## config.mk

```make
export PLATFORM = sky130hd
export DESIGN_NAME = sctl_top
export DESIGN_NICKNAME = d
export VERILOG_FILES = /design/src/rtl/sctl_pkg.sv /design/src/rtl/sctl_wrseq.sv /design/src/rtl/sctl_baudgen.sv /design/src/rtl/sctl_tx.sv /design/src/rtl/sctl_rx.sv /design/src/rtl/sctl_top.sv
export SDC_FILE = /design/constraint.sdc
export NUM_CORES = 1
export LEC_CHECK = 0
export ABC_AREA = 1
export BUFFER_PORTS_ARGS = -buffer_cell sky130_fd_sc_hd__buf_2
export CORE_MARGIN = 5
export CORE_UTILIZATION = 50
export CTS_CLUSTER_SIZE = 20
export DETAILED_ROUTE_END_ITERATION = 8
export HOLD_SLACK_MARGIN = 0.1
export PLACE_DENSITY = 0.65
export SYNTH_ARGS = -nofsm -noshare
export SYNTH_HDL_FRONTEND = slang
export SYNTH_SLANG_ARGS = --single-unit
```

## constraint.sdc

```tcl
create_clock -name clk -period 3.7 [get_ports clk]
set_input_delay 0.74 -clock clk [delete_from_list [all_inputs] [get_ports clk]]
set_output_delay 0.74 -clock clk [all_outputs]
set_load 0.03 [all_outputs]
```

## src/rtl/sctl_pkg.sv

```systemverilog
package sctl_pkg;

   typedef enum logic [1:0] {
      WS_MODE  = 2'd0,
      WS_SYNC1 = 2'd1,
      WS_SYNC2 = 2'd2,
      WS_CMD   = 2'd3
   } wseq_e;

   typedef enum logic [1:0] {
      RX_IDLE  = 2'd0,
      RX_START = 2'd1,
      RX_DATA  = 2'd2,
      RX_STOP  = 2'd3
   } rxst_e;

   // fields of the mode word that the serial engines use
   typedef struct packed {
      logic [1:0] stops;   // bits 7:6
      logic [1:0] len;     // bits 3:2
      logic [1:0] factor;  // bits 1:0
   } mode_t;

   // command fields that are held as state
   typedef struct packed {
      logic rts;
      logic rx_en;
      logic dtr;
      logic tx_en;
   } cmd_t;

   localparam int FAC_W = 7;

   function automatic logic [FAC_W-1:0] ticks_per_bit(input logic [1:0] code);
      case (code)
         2'b01:   ticks_per_bit = 7'd1;
         2'b10:   ticks_per_bit = 7'd16;
         2'b11:   ticks_per_bit = 7'd64;
         default: ticks_per_bit = 7'd0;
      endcase
   endfunction

endpackage

```

## src/rtl/sctl_wrseq.sv

```systemverilog
module sctl_wrseq
   import sctl_pkg::*;
(
   input  logic       clk,
   input  logic       rst_n,
   input  logic       wr_ctl,
   input  logic [7:0] wdata,
   output mode_t      mode_o,
   output cmd_t       cmd_o,
   output logic       err_clr_o,
   output logic       soft_rst_o
);

   wseq_e st_q;
   mode_t mode_q;
   cmd_t  cmd_q;
   logic  in_cmd_wr;

   assign in_cmd_wr  = wr_ctl && (st_q == WS_CMD);
   assign soft_rst_o = in_cmd_wr && wdata[6];
   assign err_clr_o  = in_cmd_wr && wdata[4] && !wdata[6];
   assign mode_o     = mode_q;
   assign cmd_o      = cmd_q;

   always_ff @(posedge clk or negedge rst_n) begin
      if (!rst_n) begin
         st_q   <= WS_MODE;
         mode_q <= '0;
         cmd_q  <= '0;
      end else if (wr_ctl) begin
         case (st_q)
            WS_MODE: begin
               mode_q <= '{stops: wdata[7:6], len: wdata[3:2], factor: wdata[1:0]};
               st_q   <= (wdata[1:0] == 2'b00) ? WS_SYNC1 : WS_CMD;
            end
            WS_SYNC1: st_q <= WS_SYNC2;
            WS_SYNC2: st_q <= WS_CMD;
            default: begin
               if (wdata[6]) begin
                  st_q  <= WS_MODE;
                  cmd_q <= '0;
               end else begin
                  cmd_q <= '{rts: wdata[5], rx_en: wdata[2], dtr: wdata[1], tx_en: wdata[0]};
               end
            end
         endcase
      end
   end

   // commands change only from the command state
   a_r2_cmd_stable_elsewhere: assert property (@(posedge clk) disable iff (!rst_n)
      (st_q != WS_CMD) |=> $stable(cmd_q));

   // internal reset returns to mode-expected with commands cleared
   a_r3_ireset_to_mode: assert property (@(posedge clk) disable iff (!rst_n)
      soft_rst_o |=> (st_q == WS_MODE && cmd_q == '0));

endmodule

```

## src/rtl/sctl_baudgen.sv

```systemverilog
module sctl_baudgen #(
   parameter int CLK_DIV = 2
) (
   input  logic clk,
   input  logic rst_n,
   output logic tick
);

   generate
      if (CLK_DIV <= 1) begin : g_direct
         assign tick = rst_n;
      end else begin : g_count
         localparam int CW = $clog2(CLK_DIV);
         localparam logic [CW-1:0] LAST = CW'(CLK_DIV - 1);
         logic [CW-1:0] cnt_q;
         always_ff @(posedge clk or negedge rst_n) begin
            if (!rst_n)             cnt_q <= '0;
            else if (cnt_q == LAST) cnt_q <= '0;
            else                    cnt_q <= cnt_q + 1'b1;
         end
         assign tick = (cnt_q == LAST);
      end
   endgenerate

endmodule

```

## src/rtl/sctl_tx.sv

```systemverilog
module sctl_tx
   import sctl_pkg::*;
(
   input  logic       clk,
   input  logic       rst_n,
   input  logic       soft_rst,
   input  logic       tick,
   input  mode_t      mode,
   input  logic       tx_en,
   input  logic       cts_n,
   input  logic       load,
   input  logic [7:0] ldata,
   output logic       hold_free,
   output logic       txd
);

   localparam int FRAME_W = 11;

   logic [FAC_W-1:0]   fac;
   logic               active;
   logic [3:0]         nbits;
   logic [FRAME_W-1:0] frame;
   logic [7:0]         hold_q;
   logic               full_q;
   logic               busy_q;
   logic [FRAME_W-1:0] shreg_q;
   logic [3:0]         left_q;
   logic [5:0]         tcnt_q;
   logic               go;

   assign fac    = ticks_per_bit(mode.factor);
   assign active = (fac != '0);
   assign nbits  = 4'd5 + {2'b00, mode.len};
   assign go     = tick && active && !busy_q && full_q && tx_en && !cts_n;

   always_comb begin
      frame    = '1;
      frame[0] = 1'b0;
      for (int i = 0; i < 8; i++) begin
         if (4'(i) < nbits) frame[i+1] = hold_q[i];
      end
   end

   always_ff @(posedge clk or negedge rst_n) begin
      if (!rst_n) begin
         hold_q  <= '0;
         full_q  <= 1'b0;
         busy_q  <= 1'b0;
         shreg_q <= '1;
         left_q  <= '0;
         tcnt_q  <= '0;
      end else if (soft_rst) begin
         full_q  <= 1'b0;
         busy_q  <= 1'b0;
         shreg_q <= '1;
         left_q  <= '0;
         tcnt_q  <= '0;
      end else begin
         if (go) begin
            busy_q  <= 1'b1;
            shreg_q <= frame;
            left_q  <= nbits + (mode.stops[1] ? 4'd2 : 4'd1);
            tcnt_q  <= 6'(fac - 7'd1);
            full_q  <= 1'b0;
         end else if (tick && active && busy_q) begin
            if (tcnt_q == '0) begin
               tcnt_q <= 6'(fac - 7'd1);
               if (left_q == '0) begin
                  busy_q <= 1'b0;
               end else begin
                  shreg_q <= {1'b1, shreg_q[FRAME_W-1:1]};
                  left_q  <= left_q - 1'b1;
               end
            end else begin
               tcnt_q <= tcnt_q - 1'b1;
            end
         end
         if (load) begin
            hold_q <= ldata;
            full_q <= 1'b1;
         end
      end
   end

   assign hold_free = !full_q;
   assign txd       = busy_q ? shreg_q[0] : 1'b1;

   // a start bit follows only a cycle with clear-to-send and enable
   a_r10_start_needs_cts: assert property (@(posedge clk) disable iff (!rst_n)
      $fell(txd) |-> $past(!cts_n && tx_en));

   // a loaded byte occupies the holding register
   a_r6_load_fills_hold: assert property (@(posedge clk) disable iff (!rst_n)
      (load && !soft_rst) |=> !hold_free);

endmodule

```

## src/rtl/sctl_rx.sv

```systemverilog
module sctl_rx
   import sctl_pkg::*;
(
   input  logic       clk,
   input  logic       rst_n,
   input  logic       soft_rst,
   input  logic       tick,
   input  mode_t      mode,
   input  logic       rx_en,
   input  logic       rxd_s,
   input  logic       rd_data,
   input  logic       err_clr,
   output logic       rdy,
   output logic [7:0] data,
   output logic       overrun,
   output logic       framing
);

   logic [FAC_W-1:0] fac;
   logic             act;
   logic [2:0]       last_idx;
   rxst_e            st_q;
   logic [5:0]       cnt_q;
   logic [2:0]       bidx_q;
   logic [7:0]       shreg_q;
   logic [7:0]       data_q;
   logic             rdy_q, oe_q, fe_q;
   logic             done;

   assign fac      = ticks_per_bit(mode.factor);
   assign act      = tick && (fac != '0) && rx_en;
   assign last_idx = 3'd4 + {1'b0, mode.len};
   assign done     = act && (st_q == RX_STOP) && (cnt_q == '0);

   always_ff @(posedge clk or negedge rst_n) begin
      if (!rst_n) begin
         st_q    <= RX_IDLE;
         cnt_q   <= '0;
         bidx_q  <= '0;
         shreg_q <= '0;
         data_q  <= '0;
         rdy_q   <= 1'b0;
         oe_q    <= 1'b0;
         fe_q    <= 1'b0;
      end else if (soft_rst) begin
         st_q  <= RX_IDLE;
         cnt_q <= '0;
         rdy_q <= 1'b0;
         oe_q  <= 1'b0;
         fe_q  <= 1'b0;
      end else begin
         if (rd_data) rdy_q <= 1'b0;
         if (err_clr) begin
            oe_q <= 1'b0;
            fe_q <= 1'b0;
         end
         if (!rx_en) begin
            st_q <= RX_IDLE;
         end else if (act) begin
            case (st_q)
               RX_IDLE: begin
                  if (!rxd_s) begin
                     shreg_q <= '0;
                     bidx_q  <= '0;
                     if (fac == 7'd1) begin
                        st_q  <= RX_DATA;
                        cnt_q <= '0;
                     end else begin
                        st_q  <= RX_START;
                        cnt_q <= 6'((fac >> 1) - 7'd1);
                     end
                  end
               end
               RX_START: begin
                  if (cnt_q != '0) begin
                     cnt_q <= cnt_q - 1'b1;
                  end else if (!rxd_s) begin
                     st_q  <= RX_DATA;
                     cnt_q <= 6'(fac - 7'd1);
                  end else begin
                     st_q <= RX_IDLE;
                  end
               end
               RX_DATA: begin
                  if (cnt_q != '0) begin
                     cnt_q <= cnt_q - 1'b1;
                  end else begin
                     shreg_q[bidx_q] <= rxd_s;
                     cnt_q           <= 6'(fac - 7'd1);
                     if (bidx_q == last_idx) st_q <= RX_STOP;
                     else                    bidx_q <= bidx_q + 1'b1;
                  end
               end
               default: begin
                  if (cnt_q != '0) begin
                     cnt_q <= cnt_q - 1'b1;
                  end else begin
                     st_q   <= RX_IDLE;
                     data_q <= shreg_q;
                     rdy_q  <= 1'b1;
                     if (rdy_q && !rd_data) oe_q <= 1'b1;
                     if (!rxd_s)            fe_q <= 1'b1;
                  end
               end
            endcase
         end
      end
   end

   assign rdy     = rdy_q;
   assign data    = data_q;
   assign overrun = oe_q;
   assign framing = fe_q;

   // a completed character raises ready
   a_r8_done_sets_ready: assert property (@(posedge clk) disable iff (!rst_n)
      (done && !soft_rst) |=> rdy);

   // completing over an unread character flags overrun
   a_r9_overrun_flagged: assert property (@(posedge clk) disable iff (!rst_n)
      (done && rdy && !rd_data && !soft_rst) |=> overrun);

endmodule

```

## src/rtl/sctl_top.sv

```systemverilog
module sctl_top
   import sctl_pkg::*;
#(
   parameter int CLK_DIV = 2,
   parameter int RX_SYNC = 2
) (
   input  logic       clk,
   input  logic       rst_n,
   input  logic       cs_n,
   input  logic       rd_n,
   input  logic       wr_n,
   input  logic       reg_sel,
   input  logic [7:0] din,
   output logic [7:0] dout,
   output logic       txd,
   input  logic       rxd,
   input  logic       cts_n,
   output logic       rts_n,
   output logic       dtr_n,
   output logic       txrdy,
   output logic       rxrdy
);

   logic       wr_act, rd_act, wr_act_q, rd_act_q;
   logic       wr_fire, rd_fire;
   logic       tick, rxd_s;
   mode_t      mode;
   cmd_t       cmd;
   logic       err_clr, soft_rst;
   logic       hold_free;
   logic       rx_rdy, rx_oe, rx_fe;
   logic [7:0] rx_data;
   logic [7:0] status;

   assign wr_act  = !cs_n && !wr_n;
   assign rd_act  = !cs_n && !rd_n;
   assign wr_fire = wr_act && !wr_act_q;
   assign rd_fire = rd_act && !rd_act_q;

   always_ff @(posedge clk or negedge rst_n) begin
      if (!rst_n) begin
         wr_act_q <= 1'b0;
         rd_act_q <= 1'b0;
      end else begin
         wr_act_q <= wr_act;
         rd_act_q <= rd_act;
      end
   end

   generate
      if (RX_SYNC == 0) begin : g_nosync
         assign rxd_s = rxd;
      end else begin : g_sync
         logic [RX_SYNC-1:0] chain_q;
         always_ff @(posedge clk or negedge rst_n) begin
            if (!rst_n) chain_q <= '1;
            else        chain_q <= {chain_q[RX_SYNC-2:0], rxd};
         end
         assign rxd_s = chain_q[RX_SYNC-1];
      end
   endgenerate

   sctl_baudgen #(.CLK_DIV(CLK_DIV)) i_baud (
      .clk  (clk),
      .rst_n(rst_n),
      .tick (tick)
   );

   sctl_wrseq i_seq (
      .clk       (clk),
      .rst_n     (rst_n),
      .wr_ctl    (wr_fire && reg_sel),
      .wdata     (din),
      .mode_o    (mode),
      .cmd_o     (cmd),
      .err_clr_o (err_clr),
      .soft_rst_o(soft_rst)
   );

   sctl_tx i_tx (
      .clk      (clk),
      .rst_n    (rst_n),
      .soft_rst (soft_rst),
      .tick     (tick),
      .mode     (mode),
      .tx_en    (cmd.tx_en),
      .cts_n    (cts_n),
      .load     (wr_fire && !reg_sel),
      .ldata    (din),
      .hold_free(hold_free),
      .txd      (txd)
   );

   sctl_rx i_rx (
      .clk     (clk),
      .rst_n   (rst_n),
      .soft_rst(soft_rst),
      .tick    (tick),
      .mode    (mode),
      .rx_en   (cmd.rx_en),
      .rxd_s   (rxd_s),
      .rd_data (rd_fire && !reg_sel),
      .err_clr (err_clr),
      .rdy     (rx_rdy),
      .data    (rx_data),
      .overrun (rx_oe),
      .framing (rx_fe)
   );

   assign txrdy  = cmd.tx_en && hold_free;
   assign rxrdy  = rx_rdy;
   assign rts_n  = !cmd.rts;
   assign dtr_n  = !cmd.dtr;
   assign status = {2'b00, rx_fe, rx_oe, 2'b00, rx_rdy, txrdy};

   always_comb begin
      if (!rd_act)      dout = 8'h00;
      else if (reg_sel) dout = status;
      else              dout = rx_data;
   end

endmodule

```

Yosys cells after proc, flatten, opt, wreduce, memory -nomap -nowiden:

Cells that the tools add are included.

* $add $sub $neg: 10
* multipliers: 0
* divide/modulo/power cells: 0
* order comparisons: 10
* equality and inequality tests: 22
* shift operators: 0
* muxes and demuxes: 91
* bitwise gates (word level): 4
* reductions and logical operators: 63

Operators with widths (count)
* $mux W6: 13
* $mux W11: 5
* $mux W1: 39
* $mux W8: 4
* $mux W2: 13
* $mux W4: 6
* $sub A6 B1 Y6 const B: 4
* $logic_and A1 B1 Y1: 21
* $pmux W7 S3: 1
* $pmux W6 S3: 1
* $lt A3 B4 Y1 const A: 4
* $ne A4 B3 Y1 const B: 4
* $pmux W8 S2: 1
* $logic_not A1 Y1: 13
* $pmux W2 S3: 2
* $reduce_and A6 Y1: 2
* $reduce_bool A3 Y1: 4
* $eq A2 B2 Y1 const B: 5
* $reduce_and A5 Y1: 2
* $mux W3: 3
* $bwmux W8: 1
* $lt A1 B4 Y1 const A: 2
* $lt A2 B4 Y1 const A: 2
* $ne A4 B2 Y1 const B: 2
* 29 further kinds: 46

* register bits: 78
* latch bits: 0
* memory bits (writable): 0
* bits in read-only memories: 0
* bits of input ports: 16
* output and inout bits: 13
* logic and storage cells: 226
* memories: 0

Depth between registers and ports, before layout:

* word-level depth: 14
* depth in mapped cells: 12
* gate-level depth less buffers: 12

Modules after synthesis:

Synthesis repeated with hierarchy kept, for this count alone.

* cells, all modules: 595
* area, all modules: 4605.7 sq um

Modules (own cells, without submodules)
* sctl_rx: times used 1, cells each 266, area an instance 1921.8 sq um, seq. area each 750.7 sq um
* sctl_tx: times used 1, cells each 222, area an instance 1774.2 sq um, seq. area each 737.0 sq um
* sctl_wrseq: times used 1, cells each 59, area an instance 594.3 sq um, seq. area each 300.3 sq um
* sctl_top: times used 1, cells each 46, area an instance 286.5 sq um, seq. area each 102.6 sq um
* sctl_baudgen: times used 1, cells each 2, area an instance 28.8 sq um, seq. area each 25.0 sq um

Least setup slack after synthesis:

No wires, ideal clock.

* path kind: input to output
* start point: input port cs_n
* end point: output port dout[1]
* data arrival time: 1.491 ns
* required time: 2.960 ns
* path slack: 1.469 ns
* stages on the path: 3
* buffers on the path: 0
* path through: nor2_1 inv_1 a21oi_1

* word-level cells in the longest chain between the ends: 3

Ends and longest elaborated chain
* from (decl): line sctl_top.sv:9 `input logic cs_n,`
* $logic_not A1 Y1: line sctl_top.sv:36 `assign rd_act = !cs_n && !rd_n;`
* $logic_and A1 B1 Y1: line sctl_top.sv:36
* $mux W8: line sctl_top.sv:117 `if (!rd_act) dout = 8'h00;`
* to (decl): line sctl_top.sv:14 `output logic [7:0] dout,`

Every way passes these cells.

Final worst setup path:

* start point: register i_seq.mode_q, in the netlist i_seq.mode_o[0]
* end point: register i_tx.left_q[3]

* word-level cells in the longest chain between the ends: 10
* elaborated cells on any way between the ends: 17
* those cells by class: eq/ne (4); mux (3); reduce/logical (10)

Ends and longest elaborated chain
* from (decl): line sctl_wrseq.sv:15 `mode_t mode_q;`
* from (signal assigned): line sctl_wrseq.sv:33 `mode_q <= '{stops: wdata[7:6], len: wdata[3:2], factor: wdata[1:0]};`
* $eq A2 B2 Y1 or $eq A2 B1 Y1 (tied branches): line sctl_pkg.sv:35 `case (code)`
* $pmux W7 S3 (*): line sctl_pkg.sv:35
* $reduce_bool A7 Y1 (*): line sctl_tx.sv:32 `assign active = (fac != '0);`
* $logic_and A1 B1 Y1 (*): line sctl_tx.sv:34, sctl_tx.sv:65
* $logic_and A1 B1 Y1 (4 in a row): line sctl_tx.sv:34 `assign go = tick && active && !busy_q && full_q && tx_en && !cts_n;`
* $ne A3 B1 Y1 (no line) (tied with other cells)
* $reduce_and A3 Y1 (no line) or $mux W4 (tied branches)
* to (signal assigned): line sctl_tx.sv:62 `left_q <= nbits + (mode.stops[1] ? 4'd2 : 4'd1);`
* to (signal assigned): line sctl_tx.sv:72 `left_q <= left_q - 1'b1;`
* to (decl): line sctl_tx.sv:27 `logic [3:0] left_q;`

Mark *: on every way between the ends. The rest lies on a longest branch, timed or not.
A chain may end at the register's enable or synchronous reset.

==> flow_metrics.env <==
export IMPL_postCtsSetupBuffers=0
export IMPL_grt_pass1_wl_mm=17.3
export IMPL_ys_flop_type="dfrtp_1"
export IMPL_top_layer="met4"
export IMPL_io_pins=29
export IMPL_drt_initial_drc_count=237
export IMPL_path_max_fanout=15
export IMPL_first_pass_iters=4
export IMPL_post_route_util_pct=55.8
export IMPL_finalCritPeriodShare_pct=62.6
export IMPL_rows=34
export IMPL_yosysSeqAreaShare_pct=43.0
export IMPL_fillers=821
export IMPL_synth_most_common_cell="nand2_1"
export IMPL_die_width_um=104
export IMPL_area_delta_synth_final_pct=9.68
export IMPL_synth_fa_ha_area_share_pct=7.29
export IMPL_die_area_mm2=0.0108
export IMPL_power_density_mw_per_mm2=738
export IMPL_drcViolationCount=0
export IMPL_grtUsageTotal_pct=19.2
export IMPL_nets=649
export IMPL_core_area_mm2=0.00864
export IMPL_synthXorXnorAreaFrac_pct=1.79
export IMPL_cp_end_kind="flop"
export IMPL_synth_compound_area_share_pct=7.78
export IMPL_synth_top_area_cell="dfrtp_1"
export IMPL_ctsResizeCount=0
export IMPL_vdd_drop_max_mv=0.346
export IMPL_overflow=0
export IMPL_fin_worst_skew_ns=0.00831
export IMPL_avgRoutedWirePerCell_um=13.5
export IMPL_fin_crit_ns=2.32
export IMPL_power_mw=3.56
export IMPL_synthMuxAreaShare_pct=0
export IMPL_portBuffers=28
export IMPL_tightest_slew_ns=0.943
export IMPL_cap_violations=0
export IMPL_detail_route_antenna_nets=0
export IMPL_syn_num_nets=622
export IMPL_dp_hpwl_mm=7.16
export IMPL_avgSynthCellArea_um2=7.56
export IMPL_vias_per_cell=5.15
export IMPL_cts_buffer_depth=2
export IMPL_p_leak_nw=2.53
export IMPL_drt_total_wl_mm=9.76
export IMPL_wl_met1_mm=4.86
export IMPL_synthArstFlopShare_pct=100
export IMPL_clkLatencyLatePin_ns=0.35
export IMPL_clock_sinks=75
export IMPL_yosys_warnings=0
export IMPL_finalSetupTns_ns=0
export IMPL_h_tree_depth=3
export IMPL_cts_buffers=9
export IMPL_clk_pin_slew_worst_paths_ns=0.08
export IMPL_synthSimpleGateAreaFrac_pct=33.1
export IMPL_grt_antenna_before_repair=0
export IMPL_wl_met3_um=321
export IMPL_synth_top_family_by_area="simple AND/OR/NAND/NOR gates"
export IMPL_synth_edf_count=0
export IMPL_grt_setup_unrepaired="false"
export IMPL_wl_met2_mm=4.40
export IMPL_criticalPathCategory="reg -> reg"
export IMPL_grt_max_degree=76
export IMPL_synth_top_area_share_pct=36.5
export IMPL_grt_pass1_vias=3623
export IMPL_arrival_ns=2.57
export IMPL_synth_commonest_cells="nand2_1, dfrtp_1, inv_1, nand3_1, nor2_1"
export IMPL_synth_distinct_cells=36
export IMPL_cts_tree="done"
export IMPL_worstHoldPathType="reg -> reg"
export IMPL_synth_cells=581
export IMPL_vias=3710
export IMPL_finalHoldViolations=0
export IMPL_syn_area_mm2=0.00439
export IMPL_place_ws_ns=1.25
export IMPL_start_kind="flop"
export IMPL_netlist_top_cells_area="dfrtp_1, nand2_1, ha_1"
export IMPL_setup_violations=0
export IMPL_place_congestion=0.807
export IMPL_start_util_pct=50.9
export IMPL_max_freq_mhz=432
export IMPL_die_height_um=104
export IMPL_maxSlewViolCount=0
export IMPL_relSlewSlack_pct=37.1
export IMPL_synth_seq_cells=75
export IMPL_hold_buffers=0
export IMPL_drive_gt1_share_pct=12.7
export IMPL_clockRootBuffer="clkbuf_8"
export IMPL_fin_ws_ns=1.38
export IMPL_cp_required_ns=3.95
export IMPL_antenna_cells=0
export IMPL_status="finished clean"
power by group:
part           switching, mW  leakage, nW  internal, mW
Sequential             0.193        0.939          1.07
Combinational           1.03         1.49         0.577
Clock                  0.314        0.101         0.377
state kept, by name, indices dropped and copies added, names as in the netlist, 4 cells and up:
register	cells
i_tx.shreg_q	9
i_rx.data	8
i_rx.shreg_q	8
i_tx.hold_q	8
i_rx.cnt_q	6
i_tx.tcnt_q	6
i_seq.mode_o	5
i_seq.cmd_o	4
i_tx.left_q	4
per-layer routing:
| metal | up-vias | global-route usage [%] |
|---|---|---|
| li1 | 1895 | - |
| met1 | 1745 | 27.1 |
| met2 | 59 | 29.3 |
| met3 | 11 | 3.23 |
| met4 | 0 | 7.77 |
| met5 | - | 0 |
per-stage QoR:
step / instances / hold WS (ns) / cell area [um2]
global placement: 705 / 0.346 / 4600
finish: 721 / 0.359 / 4820
detailed placement: 705 / 0.348 / 4600
floorplan: 581 / 0.345 / 4390
global route: 721 / 0.368 / 4820
CTS: 721 / 0.361 / 4820
worst max-delay path: stages, from the launching register on:
cell and delay, ns:
dfrtp_1 0.36, inv_1 0.07, ha_1 0.22, nor2_1 0.25
nand4_2 0.36, nand2_1 0.27, nand2_1 0.11, nand2_2 0.25
inv_1 0.19, nand2_1 0.09, nand2_1 0.05
cell type report:
cell class | instances | area [um2] | share of cell area [%]
Inverter | 64 | 240 | 4.99
Clock buffer | 9 | 124 | 2.57
Clock inverter | 7 | 92.6 | 1.92
Sequential cell | 75 | 1890 | 39.2
Tap cell | 108 | 135 | 2.80
Timing Repair Buffer | 28 | 143 | 2.96
Multi-Input combinational cell | 430 | 2190 | 45.5
worst paths after layout:
check                                       startpoint                     endpoint  slack [ns]  cells after the start
setup / recovery           i_seq.mode_o[0]$_DFFE_PN0P_   i_tx.left_q[3]$_DFFE_PN0P_        1.38                     10
hold / removal             g_sync.chain_q[0]$_DFF_PN1_  g_sync.chain_q[1]$_DFF_PN1_        0.36                      0
setup reg to reg           i_seq.mode_o[0]$_DFFE_PN0P_   i_tx.left_q[3]$_DFFE_PN0P_        1.38                     10
hold reg to reg            g_sync.chain_q[0]$_DFF_PN1_  g_sync.chain_q[1]$_DFF_PN1_        0.36                      0
max in group asynchronous                        rst_n   i_tx.hold_q[5]$_DFFE_PN0P_        2.56                      1
min in group asynchronous                        rst_n   i_tx.tcnt_q[4]$_DFFE_PN0P_        0.52                      1
cells in the final DEF, fill, tap and decap left out, drive strengths merged:
cell,n
nand4,6
o31ai,1
inv,63
clkinvlp,3
a31oi,2
a211o,1
nor3b,2
nand2,206
xnor2,2
bufinv,2
nor2,52
clkbuf,9
a21oi,14
dfstp,11
clkinv,3
fa,1
o22ai,4
or2,6
nand3b,2
buf,28
nor3,9
ha,24
nand3,49
dfrtp,64
o21ai,42
xor2,7
cells by family (layout without fill, tap and decap cells):
logic type,Yosys count,after routing
xor+xnor,9,9
flops,75,75
buf+inv,76,108
simple gates,332,332
compound gates,64,64
fa+ha+maj,25,25
(Power assumes the default switching activity.)
